File: src/rtl/dcmp_pkg.sv
package dcmp_pkg;
    localparam int SCL_W  = 4;
    localparam int B_EN   = 15;
    localparam int B_FLGB = 14;
    localparam int B_FLGA = 13;
    localparam int B_DONE = 12;

    typedef enum logic [1:0] {
        ST_OPEN_STOP = 2'b00,
        ST_OPEN_RUN  = 2'b01,
        ST_LOCK_STOP = 2'b10,
        ST_LOCK_RUN  = 2'b11
    } ctl_state_t;

    typedef struct packed {
        logic [1:0]       mode_b;
        logic [1:0]       mode_a;
        logic [SCL_W-1:0] scale;
    } cfg_t;
endpackage

File: src/rtl/dcmp_ctrl.sv
module dcmp_ctrl
    import dcmp_pkg::*;
(
    input  logic clk,
    input  logic rst_n,
    input  logic setup_wr,
    input  logic en_bit,
    input  logic done_bit,
    input  cfg_t new_cfg,
    output cfg_t cfg,
    output logic run,
    output logic locked
);
    ctl_state_t st_q, st_d;
    cfg_t       cfg_q;

    always_comb begin
        st_d = st_q;
        if (setup_wr) begin
            unique case (st_q)
                ST_OPEN_STOP, ST_OPEN_RUN:
                    if (done_bit) st_d = en_bit ? ST_LOCK_RUN : ST_LOCK_STOP;
                    else          st_d = en_bit ? ST_OPEN_RUN : ST_OPEN_STOP;
                ST_LOCK_STOP, ST_LOCK_RUN:
                    st_d = en_bit ? ST_LOCK_RUN : ST_LOCK_STOP;
            endcase
        end
    end

    always_ff @(posedge clk or negedge rst_n) begin
        if (!rst_n) st_q <= ST_OPEN_STOP;
        else        st_q <= st_d;
    end

    always_ff @(posedge clk or negedge rst_n) begin
        if (!rst_n)                     cfg_q <= '0;
        else if (setup_wr && !locked)   cfg_q <= new_cfg;
    end

    always_comb begin
        run    = (st_q == ST_OPEN_RUN) || (st_q == ST_LOCK_RUN);
        locked = (st_q == ST_LOCK_STOP) || (st_q == ST_LOCK_RUN);
        cfg    = cfg_q;
    end
endmodule

File: src/rtl/dcmp_presc.sv
module dcmp_presc
    import dcmp_pkg::*;
#(
    parameter int SCALE_MAX = 8
) (
    input  logic             clk,
    input  logic             rst_n,
    input  logic             run,
    input  logic             restart,
    input  logic             ref_tick,
    input  logic [SCL_W-1:0] scale,
    output logic             tick
);
    localparam int PRE_W = (SCALE_MAX < 1) ? 1 : SCALE_MAX;

    logic [SCL_W-1:0] eff;
    logic [PRE_W-1:0] limit, pre_q;

    always_comb begin
        eff   = (scale > SCL_W'(SCALE_MAX)) ? SCL_W'(SCALE_MAX) : scale;
        limit = PRE_W'((32'd1 << eff) - 32'd1);
        tick  = run && ref_tick && (pre_q == limit);
    end

    always_ff @(posedge clk or negedge rst_n) begin
        if (!rst_n)                 pre_q <= '0;
        else if (!run || restart)   pre_q <= '0;
        else if (ref_tick)          pre_q <= (pre_q == limit) ? '0 : pre_q + 1'b1;
    end
endmodule

File: src/rtl/dcmp_cmp.sv
module dcmp_cmp #(
    parameter int CNT_W = 16
) (
    input  logic             clk,
    input  logic             rst_n,
    input  logic             cmp_wr,
    input  logic [CNT_W-1:0] wdata,
    input  logic             tick,
    input  logic [CNT_W-1:0] cnt,
    input  logic [1:0]       mode,
    input  logic             clr_flag,
    output logic [CNT_W-1:0] cmp_val,
    output logic             hit_restart,
    output logic             evt,
    output logic             flag
);
    logic [CNT_W-1:0] cmp_q;
    logic             hit;

    always_comb begin
        hit         = tick && (cnt == cmp_q);
        hit_restart = hit && mode[1];
        cmp_val     = cmp_q;
    end

    always_ff @(posedge clk or negedge rst_n) begin
        if (!rst_n) begin
            cmp_q <= '0;
            evt   <= 1'b0;
            flag  <= 1'b0;
        end else begin
            if (cmp_wr) cmp_q <= wdata;
            evt <= hit && mode[0];
            if (hit && mode[0]) flag <= 1'b1;
            else if (clr_flag)  flag <= 1'b0;
        end
    end
endmodule

File: src/rtl/dcmp_timer.sv
module dcmp_timer
    import dcmp_pkg::*;
#(
    parameter int CNT_W     = 16,
    parameter int SCALE_MAX = 8,
    parameter int N_CMP     = 2
) (
    input  logic             clk,
    input  logic             rst_n,
    input  logic             ref_tick,
    input  logic             reg_wr,
    input  logic [1:0]       reg_addr,
    input  logic [CNT_W-1:0] reg_wdata,
    output logic [CNT_W-1:0] reg_rdata,
    output logic             cmp1_evt,
    output logic             cmp2_evt,
    output logic             cmp1_flag,
    output logic             cmp2_flag
);
    cfg_t             cfg, new_cfg;
    logic             run, locked, tick, setup_wr, cnt_wr;
    logic [CNT_W-1:0] cnt_q;
    logic [N_CMP-1:0] cmp_wr, clr, hit_rst, evt, flag;
    logic [1:0]       mode [N_CMP];
    logic [CNT_W-1:0] cmp_val [N_CMP];
    logic [15:0]      setup_rd;

    always_comb begin
        setup_wr = reg_wr && (reg_addr == 2'd0);
        cnt_wr   = reg_wr && (reg_addr == 2'd1);
        new_cfg  = '{mode_b: reg_wdata[9:8], mode_a: reg_wdata[7:6],
                     scale: reg_wdata[SCL_W-1:0]};
        mode[0]  = cfg.mode_a;
        mode[1]  = cfg.mode_b;
        clr[0]   = setup_wr && reg_wdata[B_FLGA];
        clr[1]   = setup_wr && reg_wdata[B_FLGB];
    end

    dcmp_ctrl u_ctrl (
        .clk(clk), .rst_n(rst_n), .setup_wr(setup_wr),
        .en_bit(reg_wdata[B_EN]), .done_bit(reg_wdata[B_DONE]),
        .new_cfg(new_cfg), .cfg(cfg), .run(run), .locked(locked)
    );

    dcmp_presc #(.SCALE_MAX(SCALE_MAX)) u_presc (
        .clk(clk), .rst_n(rst_n), .run(run), .restart(cnt_wr),
        .ref_tick(ref_tick), .scale(cfg.scale), .tick(tick)
    );

    for (genvar g = 0; g < N_CMP; g++) begin : g_cmp
        assign cmp_wr[g] = reg_wr && (reg_addr == 2'(g + 2));
        dcmp_cmp #(.CNT_W(CNT_W)) u_cmp (
            .clk(clk), .rst_n(rst_n), .cmp_wr(cmp_wr[g]), .wdata(reg_wdata),
            .tick(tick), .cnt(cnt_q), .mode(mode[g]), .clr_flag(clr[g]),
            .cmp_val(cmp_val[g]), .hit_restart(hit_rst[g]),
            .evt(evt[g]), .flag(flag[g])
        );
    end

    always_ff @(posedge clk or negedge rst_n) begin
        if (!rst_n)       cnt_q <= '0;
        else if (cnt_wr)  cnt_q <= reg_wdata;
        else if (tick)    cnt_q <= (|hit_rst) ? '0 : cnt_q + 1'b1;
    end

    always_comb begin
        setup_rd = {run, flag[1], flag[0], locked, 2'b00, cfg.mode_b,
                    cfg.mode_a, 2'b00, cfg.scale};
        unique case (reg_addr)
            2'd0: reg_rdata = CNT_W'(setup_rd);
            2'd1: reg_rdata = cnt_q;
            2'd2: reg_rdata = cmp_val[0];
            2'd3: reg_rdata = cmp_val[1];
        endcase
        cmp1_evt  = evt[0];
        cmp2_evt  = evt[1];
        cmp1_flag = flag[0];
        cmp2_flag = flag[1];
    end
endmodule

File: config.mk
export PLATFORM = sky130hd
export DESIGN_NAME = dcmp_timer
export DESIGN_NICKNAME = d
export VERILOG_FILES = /design/src/rtl/dcmp_pkg.sv /design/src/rtl/dcmp_ctrl.sv /design/src/rtl/dcmp_presc.sv /design/src/rtl/dcmp_cmp.sv /design/src/rtl/dcmp_timer.sv
export SDC_FILE = /design/constraint.sdc
export NUM_CORES = 1
export LEC_CHECK = 0
export ABC_AREA = 1
export BUFFER_PORTS_ARGS = -buffer_cell sky130_fd_sc_hd__buf_2
export CAP_MARGIN = 10
export CORE_MARGIN = 2
export CORE_UTILIZATION = 38
export CTS_CLUSTER_SIZE = 10
export DETAILED_ROUTE_END_ITERATION = 8
export PLACE_DENSITY_LB_ADDON = 0.12
export SKIP_CTS_REPAIR_TIMING = 1
export SLEW_MARGIN = 5
export SYNTH_ARGS = -nofsm -noshare
export SYNTH_HDL_FRONTEND = slang
export SYNTH_HIERARCHICAL = 1
export SYNTH_SLANG_ARGS = --single-unit
File: constraint.sdc
create_clock -name clk -period 3.6 [get_ports clk]
set_clock_uncertainty 0.15 [all_clocks]
set_input_delay 0.18 -clock clk [delete_from_list [all_inputs] [get_ports clk]]
set_output_delay 0.18 -clock clk [all_outputs]
set_load 0.02 [all_outputs]
Word-level counts from Yosys, hierarchy flattened

Cells that the tools add are included.
W data, S select, Z words.

Register bits after elaboration: 70
Input port bits: 22
Output and inout port bits: 20
Word-level logic and storage cells: 71

Add/subtract/negate cells: 3
$lt $le $gt $ge: 1
Equal/unequal tests: 9
Shifts and indexed selects: 1
Multiplexer cells: 16
Reductions and logical operators: 29

Operators with widths:

| cell                    | number |
|---|---|
| $pmux W16 S4            | 1 |
| $mux W16                | 3 |
| $eq A16 B16 Y1          | 2 |
| $mux W8                 | 3 |
| $add A16 B1 Y16 const B | 1 |
| $logic_and A1 B1 Y1     | 15 |
| $add A8 B1 Y8 const B   | 1 |
| $eq A2 B2 Y1 const B    | 4 |
| $eq A8 B8 Y1            | 1 |
| $reduce_bool A2 Y1      | 4 |
| $shl A1 B4 Y8 const A   | 1 |
| $sub A8 B1 Y8 const B   | 1 |
| $mux W1                 | 6 |
| $reduce_or A2 Y1        | 3 |
| $eq A2 B1 Y1 const B    | 2 |
| $gt A4 B4 Y1 const B    | 1 |
| $logic_not A2 Y1        | 2 |
| $mux W4                 | 1 |
| $pmux W2 S2             | 1 |
| $logic_or A1 B1 Y1      | 3 |
| $logic_not A1 Y1        | 2 |
| $mux W2                 | 1 |

Logic depth before layout (Yosys ltp)

Gate-level depths: netlist (run 1).

Word-level depth: 12
Mapped depth: 24
Gate-level depth less buffers: 24

Modules after synthesis

Netlist (run 1), hierarchy kept.

By module, submodules not included:

| module     | times used | cells each | area each (µm²) | sequential area each (µm²) |
|---|---|---|---|---|
| dcmp_cmp   | 2          | 159        | 1062.3          | 450.4 |
| dcmp_timer | 1          | 258        | 1572.8          | 400.4 |
| dcmp_presc | 1          | 125        | 711.9           | 200.2 |
| dcmp_ctrl  | 1          | 44         | 395.4           | 250.2 |

Least setup slack after synthesis (run 1)

OpenSTA, ideal clock, no wires.

Path type: register to register
From: reg u_ctrl.cfg_q, in the netlist u_ctrl/cfg[1]
To: reg cnt_q[2]
Setup time: 0.127 ns
Arrival time: 2.607 ns
Data required time: 3.323 ns
Slack: 0.716 ns
Stages on the path, launching flop included: 25
Buffers on the path: 0
Clock period less this slack: 2.884 ns
Path through: dfrtp_1 > nor2_1 > nand3_1 > ha_1 > inv_1 > nand2_1 > nand2_1 > nor2_1 > nand2_1 > nor2_1 > nand2_1 > nor2_2 > nand2_2 > nor2_1 > nand2_1 > nor2_1 > nand2_1 > nor2_1 > nand3_1 > nor2_1 > nor2_1 > nand2_2 > inv_2 > a21oi_1 > o21ai_0

Cells in the longest elaborated chain, start to end: 12
Elaborated cells on any way between the ends: 15
Those cells by class: 1 x add/sub; 1 x order compare; 1 x eq/ne; 1 x shift; 4 x mux; 7 x reduce/logical

RTL lines:

| element                  | line             | source |
|---|---|---|
| start, declared          | dcmp_ctrl.sv:15  | `cfg_t cfg_q;` |
| start signal, assigned   | dcmp_ctrl.sv:37  | `else if (setup_wr && !locked) cfg_q <= new_cfg;` |
| $gt A4 B4 Y1             | dcmp_presc.sv:20 | `eff = (scale > SCL_W'(SCALE_MAX)) ? SCL_W'(SCALE_MAX) : scale;` |
| $mux W4 *                | dcmp_presc.sv:20 |  |
| $shl A1 B4 Y8 *          | dcmp_presc.sv:21 | `limit = PRE_W'((32'd1 << eff) - 32'd1);` |
| $sub A8 B1 Y8 *          | dcmp_presc.sv:21 |  |
| $eq A8 B8 Y1 *           | dcmp_presc.sv:22 | `tick = run && ref_tick && (pre_q == limit);` |
| $logic_and A1 B1 Y1 *    | dcmp_presc.sv:22 |  |
| net tick                 | dcmp_timer.sv:21 | `logic run, locked, tick, setup_wr, cnt_wr;` |
| $logic_and A1 B1 Y1 *    | dcmp_cmp.sv:21   | `hit = tick && (cnt == cmp_q);` |
| $logic_and A1 B1 Y1 *    | dcmp_cmp.sv:22   | `hit_restart = hit && mode[1];` |
| net hit_rst[1]           | dcmp_timer.sv:23 | `logic [N_CMP-1:0] cmp_wr, clr, hit_rst, evt, flag;` |
| $reduce_or A2 Y1 *       | dcmp_timer.sv:63 | `else if (tick) cnt_q <= (\|hit_rst) ? '0 : cnt_q + 1'b1;` |
| $mux W16 * (2 in series) | dcmp_timer.sv:63 |  |
| $mux W16 *               | dcmp_timer.sv:62 | `else if (cnt_wr) cnt_q <= reg_wdata;` |
| end signal, assigned     | dcmp_timer.sv:62 |  |
| end signal, assigned     | dcmp_timer.sv:63 |  |
| end, declared            | dcmp_timer.sv:22 | `logic [CNT_W-1:0] cnt_q;` |

Mark *: on every way through the listed nets, which the timed path passes. The rest lies on a longest branch. The select of a mux whose other input is x is not followed.
A chain may end at the register's enable or synchronous reset.

Worst setup path after layout (run 1)

Ends and elaborated chain as after synthesis.

==> results.tsv, run 1 <==
stage	metric	value	unit
status	status	complete, but fails checks	
status	violations	negative hold slack	
final_layout	postLayoutCellArea	5630	um^2
setup_path	worst_ep_required_time	3.68	ns
sta	hold_viol	9	
yosys	synth_common_cells	nand2_1, inv_1, dfrtp_1	
sta	finalSetupTns	0	ns
yosys	synth_most_common_cell	nand2_1	
sta	timing.final.crit_share	0.882	
global_routing	grt_use_total	0.259	
power	irDropWorstVdd	0.197	mV
clock_network	cts_sinks	70	
final_layout	layout.cells.non_filler	977	
power	power	3090	uW
clock_network	insertion_delay	0.35	ns
power	p_per_area	549	nW/um^2
yosys	ys_ff_latch	70	
setup_path	cp-start-kind	register	
yosys	ys_seq_area_frac	0.365	
setup_path	path_max_fanout	9	
placement	gp_congestion	0.942	
detailed_routing	vias	4952	
detailed_routing	wire_per_inst	16.7	um
yosys	synth_nets	770	
clock_network	cts.clk_slew.worst_paths	0.06	ns
detailed_routing	drc	0	
yosys	synthArstFlopShare	1.00	
setup_path	critical_path_class	reg -> reg	
yosys	yosys_warnings	6	
global_routing	grt_pass1_vias	4624	
yosys	syn-cell-area	4800	um^2
sta	worst_slew_pin_slew	0.981	ns
clock_network	tritoncts	done	
global_routing	grt_pass1_wl	25.9	mm
yosys	synth_top_cell_by_area	dfrtp_1	
final_layout	diodes	0	
placement	port-buffer-count	41	
hold_path	hold_class	in -> reg	
sta	setup_violations	0	
yosys	synth.area.top_cells	dfrtp_1, nand2_1, inv_1, nor2_1, nand3_1	
yosys	synth_edf_count	0	
floorplanning	core	12500	um^2
placement	placedInstanceArea	5180	um^2
sta	rsz0062_at_grt	no	
clock_network	htree_levels	3	
final_layout	areaGrowthSynthToFinish	17.1	%
power	power_leakage	0.00282	uW
global_routing	grt.overflow.total	0	
floorplanning	num_rows	41	
floorplanning	die_height	116	um
floorplanning	dieArea	13600	um^2
sta	whs	-0.0296	ns
yosys	ys.flop_type	dfrtp_1	
detailed_routing	firstDrtPassIters	5	
yosys	synthCells	745	
floorplanning	num_io_pins	42	
final_layout	nets	825	
detailed_routing	via_per_inst	5.07	
sta	fmax	315	MHz
setup_path	cp_data_arrival_time	3.25	ns
detailed_routing	drtAntennaViolNets	0	
clock_network	clockBufferDepth	2	
sta	slew_headroom	0.346	
global_routing	grt_max_degree	71	
placement	placed_cells	948	
floorplanning	die_x	116	um
sta	slew_violations	0	
floorplanning	initial_core_util	0.385	
yosys	ys_types	30	
final_layout	drive_gt1_frac	0.119	
yosys	synth_top_cell_area_share	0.365	
yosys	avgSynthCellArea	6.45	um^2
setup_path	r2r_cells	24	
global_routing	antenna_found_initial	0	
clock_network	cts_root_buf	clkbuf_16	
detailed_routing	first_iter_violations	413	
hold_path	hold_depth	3	
sta	finalCriticalPeriod	3.17	ns
detailed_routing	wl	16.3	mm
clock_network	cts_inserted_buffers	9	
setup_path	end_kind	register	
placement	dp_hpwl	12.1	mm
run	maxCapViolCount	0	
[sequential cells by signal, indices dropped and copies added, names as in the netlist]
signal	count
u_presc/pre_q	8
g_cmp.u_cmp/flag	2
cnt_q	16
u_ctrl/st_q	2
u_ctrl/cfg	8
g_cmp.u_cmp/cmp_val	32
g_cmp.u_cmp/evt	2
[power breakdown]
group	leakage, uW	total (uW)	switching [uW]	internal (uW)
Sequential	0.000888	1140	223	915
Clock	0.000146	932	358	574
Combinational	0.00178	1020	675	347
Total	0.00282	3090	1260	1840
[cell families (layout without fill, tap and decap cells)]
family / Yosys count / count (layout) / synth area share
DFF: 70 / 70 / 0.365
AOI/OAI and AO/OA: 73 / 73 / 0.0893
xor gates and xnor gates: 10 / 10 / 0.0182
buffers and inverters: 127 / 187 / 0.105
and+or+nand+nor: 456 / 456 / 0.401
muxes: 6 / 6 / 0.0141
adders and majority gates: 3 / 3 / 0.00781
[cells in the final DEF (no fill, tap or decap), types with 3 or more instances in the layout]
master	count
a21oi_1	8
buf_2	40
buf_4	6
clkbuf_16	9
dfrtp_1	70
dlygate4sd3_1	13
ha_1	3
inv_1	105
inv_2	7
mux2_2	6
nand2_1	296
nand2_2	7
nand3_1	45
nand3b_1	4
nand4_1	19
nor2_1	62
nor2_2	6
nor2_4	6
nor3_1	4
o2111ai_1	10
o211ai_1	7
o21ai_0	43
o21bai_1	3
xnor2_1	10
[metrics by stage]
| stage | setup WS (ns) | util |
|---|---|---|
| after CTS | 0.282 | 0.440 |
| after detailed placement | 0.291 | 0.416 |
| after global placement | 0.435 | 0.416 |
| after global routing | 0.0455 | 0.451 |
| after floorplan | 0.716 | - |
| final | 0.426 | 0.451 |
[worst max-delay path, stage by stage, from the launching register on]
cell and delay [ns]:
dfrtp_1 0.45, nor2_1 0.20, nand3_1 0.10, ha_1 0.30, inv_1 0.04, nand2_1 0.05, nand2_1 0.04, nor2_1 0.09
nand2_1 0.05, nor2_1 0.08, nand2_1 0.06, nor2_2 0.09, nand2_2 0.15, nor2_4 0.17, nand2_1 0.07, nor2_1 0.10
nand2_1 0.06, nor2_1 0.09, nand3_1 0.10, nor2_1 0.12, nor2_1 0.06, nand2_2 0.13, inv_2 0.10, a21oi_1 0.13
o21ai_0 0.08
[routing by layer]
| metal | wire length [um] | GRT usage | part of all wire | vias up |
|---|---|---|---|---|
| met3 | 792 | 0.0436 | 0.049 | 33 |
| met2 | 7450 | 0.403 | 0.46 | 140 |
| met5 | 0 | 0 | 0 | - |
| li1 | - | - | - | 2457 |
| met1 | 7530 | 0.357 | 0.46 | 2322 |
| met4 | 510 | 0.113 | 0.031 | 0 |
[worst paths after layout]
kind,endpoint,startpoint,slack (ns)
worst max register to register,cnt_q[2],u_ctrl/cfg[1],0.43
max in group asynchronous,g_cmp[0].u_cmp/cmp_val[1],rst_n,2.27
worst min-delay path,u_ctrl/st_q[0],reg_wdata[15],-0.03
worst max-delay path,cnt_q[2],u_ctrl/cfg[1],0.43
min in group asynchronous,g_cmp[1].u_cmp/cmp_val[4],rst_n,0.35
worst min register to register,u_presc/pre_q[7],u_presc/pre_q[7],0.38
[area by class of cell]
class,instances,area (um^2)
clock buffers,13,260
multi-input cells,548,2560
well taps,172,215
clock inverters,3,42.5
repair buffers,59,375
inverters,112,420
flip-flops and latches,70,1750
fillers,1323,6840
(Power assumes the default switching activity.)
==> inputs of run 2 (changes only) <==
--- a/config.mk
+++ b/config.mk
@@ -6,10 +6,11 @@
 export NUM_CORES = 1
 export LEC_CHECK = 0
 export ABC_AREA = 1
-export BUFFER_PORTS_ARGS = -buffer_cell sky130_fd_sc_hd__buf_2
+export BUFFER_PORTS_ARGS = -buffer_cell sky130_fd_sc_hd__buf_4
 export CAP_MARGIN = 10
+export CORE_ASPECT_RATIO = 1.1
 export CORE_MARGIN = 2
-export CORE_UTILIZATION = 38
+export CORE_UTILIZATION = 60
 export CTS_CLUSTER_SIZE = 10
 export DETAILED_ROUTE_END_ITERATION = 8
 export PLACE_DENSITY_LB_ADDON = 0.12
==> run 2 against run 1 <==
Net effect: the run now ends clean; sequential cell count did not move; critical path depth did not move; worst setup slack got worse by 0.032 ns; clock power fell by 22%; sequential power barely moved.
==> results.tsv, run 2 (synthesized netlist as in run 1, its figures left out) <==
stage	metric	value	unit
status	status	complete, no violations	
sta	worst_slew_pin_slew	0.931	ns
detailed_routing	wl	15.6	mm
setup_path	path_max_fanout	9	
clock_network	clockBufferDepth	2	
global_routing	grt.overflow.total	0	
final_layout	areaGrowthSynthToFinish	16.9	%
final_layout	drive_gt1_frac	0.123	
detailed_routing	maxUsedRoutingLayer	met4	
detailed_routing	via_per_inst	5.69	
final_layout	layout_commonest_cell	nand2_1	
setup_path	critical_path_class	reg -> reg	
placement	dp_hpwl	11.3	mm
setup_path	cp-start-kind	register	
detailed_routing	firstDrtPassIters	6	
clock_network	cts_inserted_buffers	9	
detailed_routing	wirelength_met1	6.20	mm
setup_path	cp_top_family	simple AND/OR/NAND/NOR gates	
run	maxCapViolCount	0	
final_layout	largest_reg_flops	32	
clock_network	cts.clk_slew.worst_paths	0.09	ns
hold_path	hold_depth	4	
detailed_routing	wire_per_inst	17.1	um
detailed_routing	dr_wl_met3	1.55	mm
power	p_per_area	520	nW/um^2
final_layout	final_cell_mix	nand2_1, inv_1, dfrtp_1	
clock_network	insertion_delay	0.35	ns
floorplanning	initial_core_util	0.614	
setup_path	end_kind	register	
setup_path	worst_ep_required_time	3.67	ns
global_routing	grt_pass1_vias	4764	
hold_path	hold_class	in -> reg	
clock_network	cts_root_buf	clkbuf_8	
clock_network	tritoncts	done	
clock_network	htree_levels	3	
setup_path	r2r_cells	24	
floorplanning	core	7830	um^2
detailed_routing	first_iter_violations	616	
final_layout	layout.cells.non_filler	916	
sta	hold_viol	0	
sta	finalSetupTns	0	ns
setup_path	cp_num_cells	24	
global_routing	grt_use_total	0.367	
detailed_routing	drtAntennaViolNets	0	
floorplanning	dieArea	8740	um^2
global_routing	grt_max_degree	71	
sta	timing.final.crit_share	0.891	
setup_path	worstPathCellList	nor2_2 > nand3_1 > ha_1 > inv_1 > nand2_1 > nand2_1 > nor2_1 > nand2_1 > nor2_1 > nand2_1 > nor2_2 > nand2_4 > nor2_4 > nand2_1 > nor2_1 > nand2_1 > nor2_1 > nand3_1 > nor2_1 > nor2_1 > nand2_2 > inv_2 > a21oi_1 > o21ai_0	
floorplanning	die_height	97.9	um
placement	placed_cells	883	
sta	setup_violations	0	
final_layout	nets	828	
sta	slew_headroom	0.380	
sta	fmax	312	MHz
floorplanning	num_rows	34	
detailed_routing	vias	5210	
power	power_leakage	0.00282	uW
floorplanning	die_x	89.3	um
global_routing	grt_pass1_wl	24.2	mm
clock_network	cts_sinks	70	
setup_path	cpMaxStageDelayCell	dfrtp_2	
placement	dp_slack	0.232	ns
floorplanning	num_io_pins	42	
setup_path	path_buf_inv	2	
global_routing	antenna_found_initial	0	
sta	slew_violations	0	
sta	setup_ws	0.394	ns
setup_path	cp_data_arrival_time	3.28	ns
sta	finalCriticalPeriod	3.21	ns
detailed_routing	met2RoutedLength	7.31	mm
setup_path	worst-r2r-setup-slack	0.39	ns
power	irDropWorstVdd	0.295	mV
final_layout	diodes	0	
placement	gp_congestion	0.995	
setup_path	slowest_delay	0.47	ns
detailed_routing	drc	0	
final_layout	nFillCells	703	
placement	port-buffer-count	41	
[run 2: through the flow]
| step | utilization | hold slack, ns | total power [uW] | area [um^2] |
|---|---|---|---|---|
| final | 0.717 | 0.0605 | 2920 | 5620 |
| after global routing | 0.717 | 0.0701 | 3080 | 5620 |
| after CTS | 0.692 | -0.173 | 2870 | 5420 |
| after detailed placement | 0.664 | 0.213 | 2150 | 5200 |
| after global placement | 0.664 | 0.207 | 2120 | 5200 |
| after floorplan | - | -0.266 | 1790 | 4800 |
[run 2: layout make-up]
class                      instances  area, um^2  share of cell area
clock buffer                      10         128              0.0227
clock inverter                     6        95.1              0.0169
inverter                         112         420              0.0749
multi-input combinational        548        2570               0.459
sequential                        70        1750               0.312
tap                              108         135              0.0241
timing repair buffer              62         508              0.0905
[run 2: routing by layer]
metal	track usage	vias to the layer above
li1	-	2454
met1	0.514	2389
met2	0.573	314
met3	0.0541	53
met4	0.140	0
met5	0	-
[run 2: worst paths after layout]
path,endpoint,from
worst min-delay path,u_presc/pre_q[2],ref_tick
min in group asynchronous,g_cmp[1].u_cmp/cmp_val[3],rst_n
max in group asynchronous,u_ctrl/cfg[1],rst_n
worst min register to register,u_ctrl/cfg[5],u_ctrl/cfg[5]
worst max register to register,cnt_q[2],u_ctrl/cfg[1]
worst max-delay path,cnt_q[2],u_ctrl/cfg[1]
[run 2: worst reg2reg max path: stages (launching register included)]
cell and delay, ns:
dfrtp_2 0.47, nor2_2 0.18, nand3_1 0.10, ha_1 0.30
inv_1 0.04, nand2_1 0.05, nand2_1 0.04, nor2_1 0.09
nand2_1 0.05, nor2_1 0.08, nand2_1 0.07, nor2_2 0.12
nand2_4 0.12, nor2_4 0.20, nand2_1 0.07, nor2_1 0.10
nand2_1 0.06, nor2_1 0.10, nand3_1 0.09, nor2_1 0.10
nor2_1 0.06, nand2_2 0.13, inv_2 0.11, a21oi_1 0.13
o21ai_0 0.08
[run 2: report_power, final]
group | switching [uW] | internal [uW] | total [uW]
Sequential | 224 | 914 | 1140
Clock | 330 | 397 | 726
Combinational | 682 | 373 | 1060
Total | 1240 | 1680 | 2920
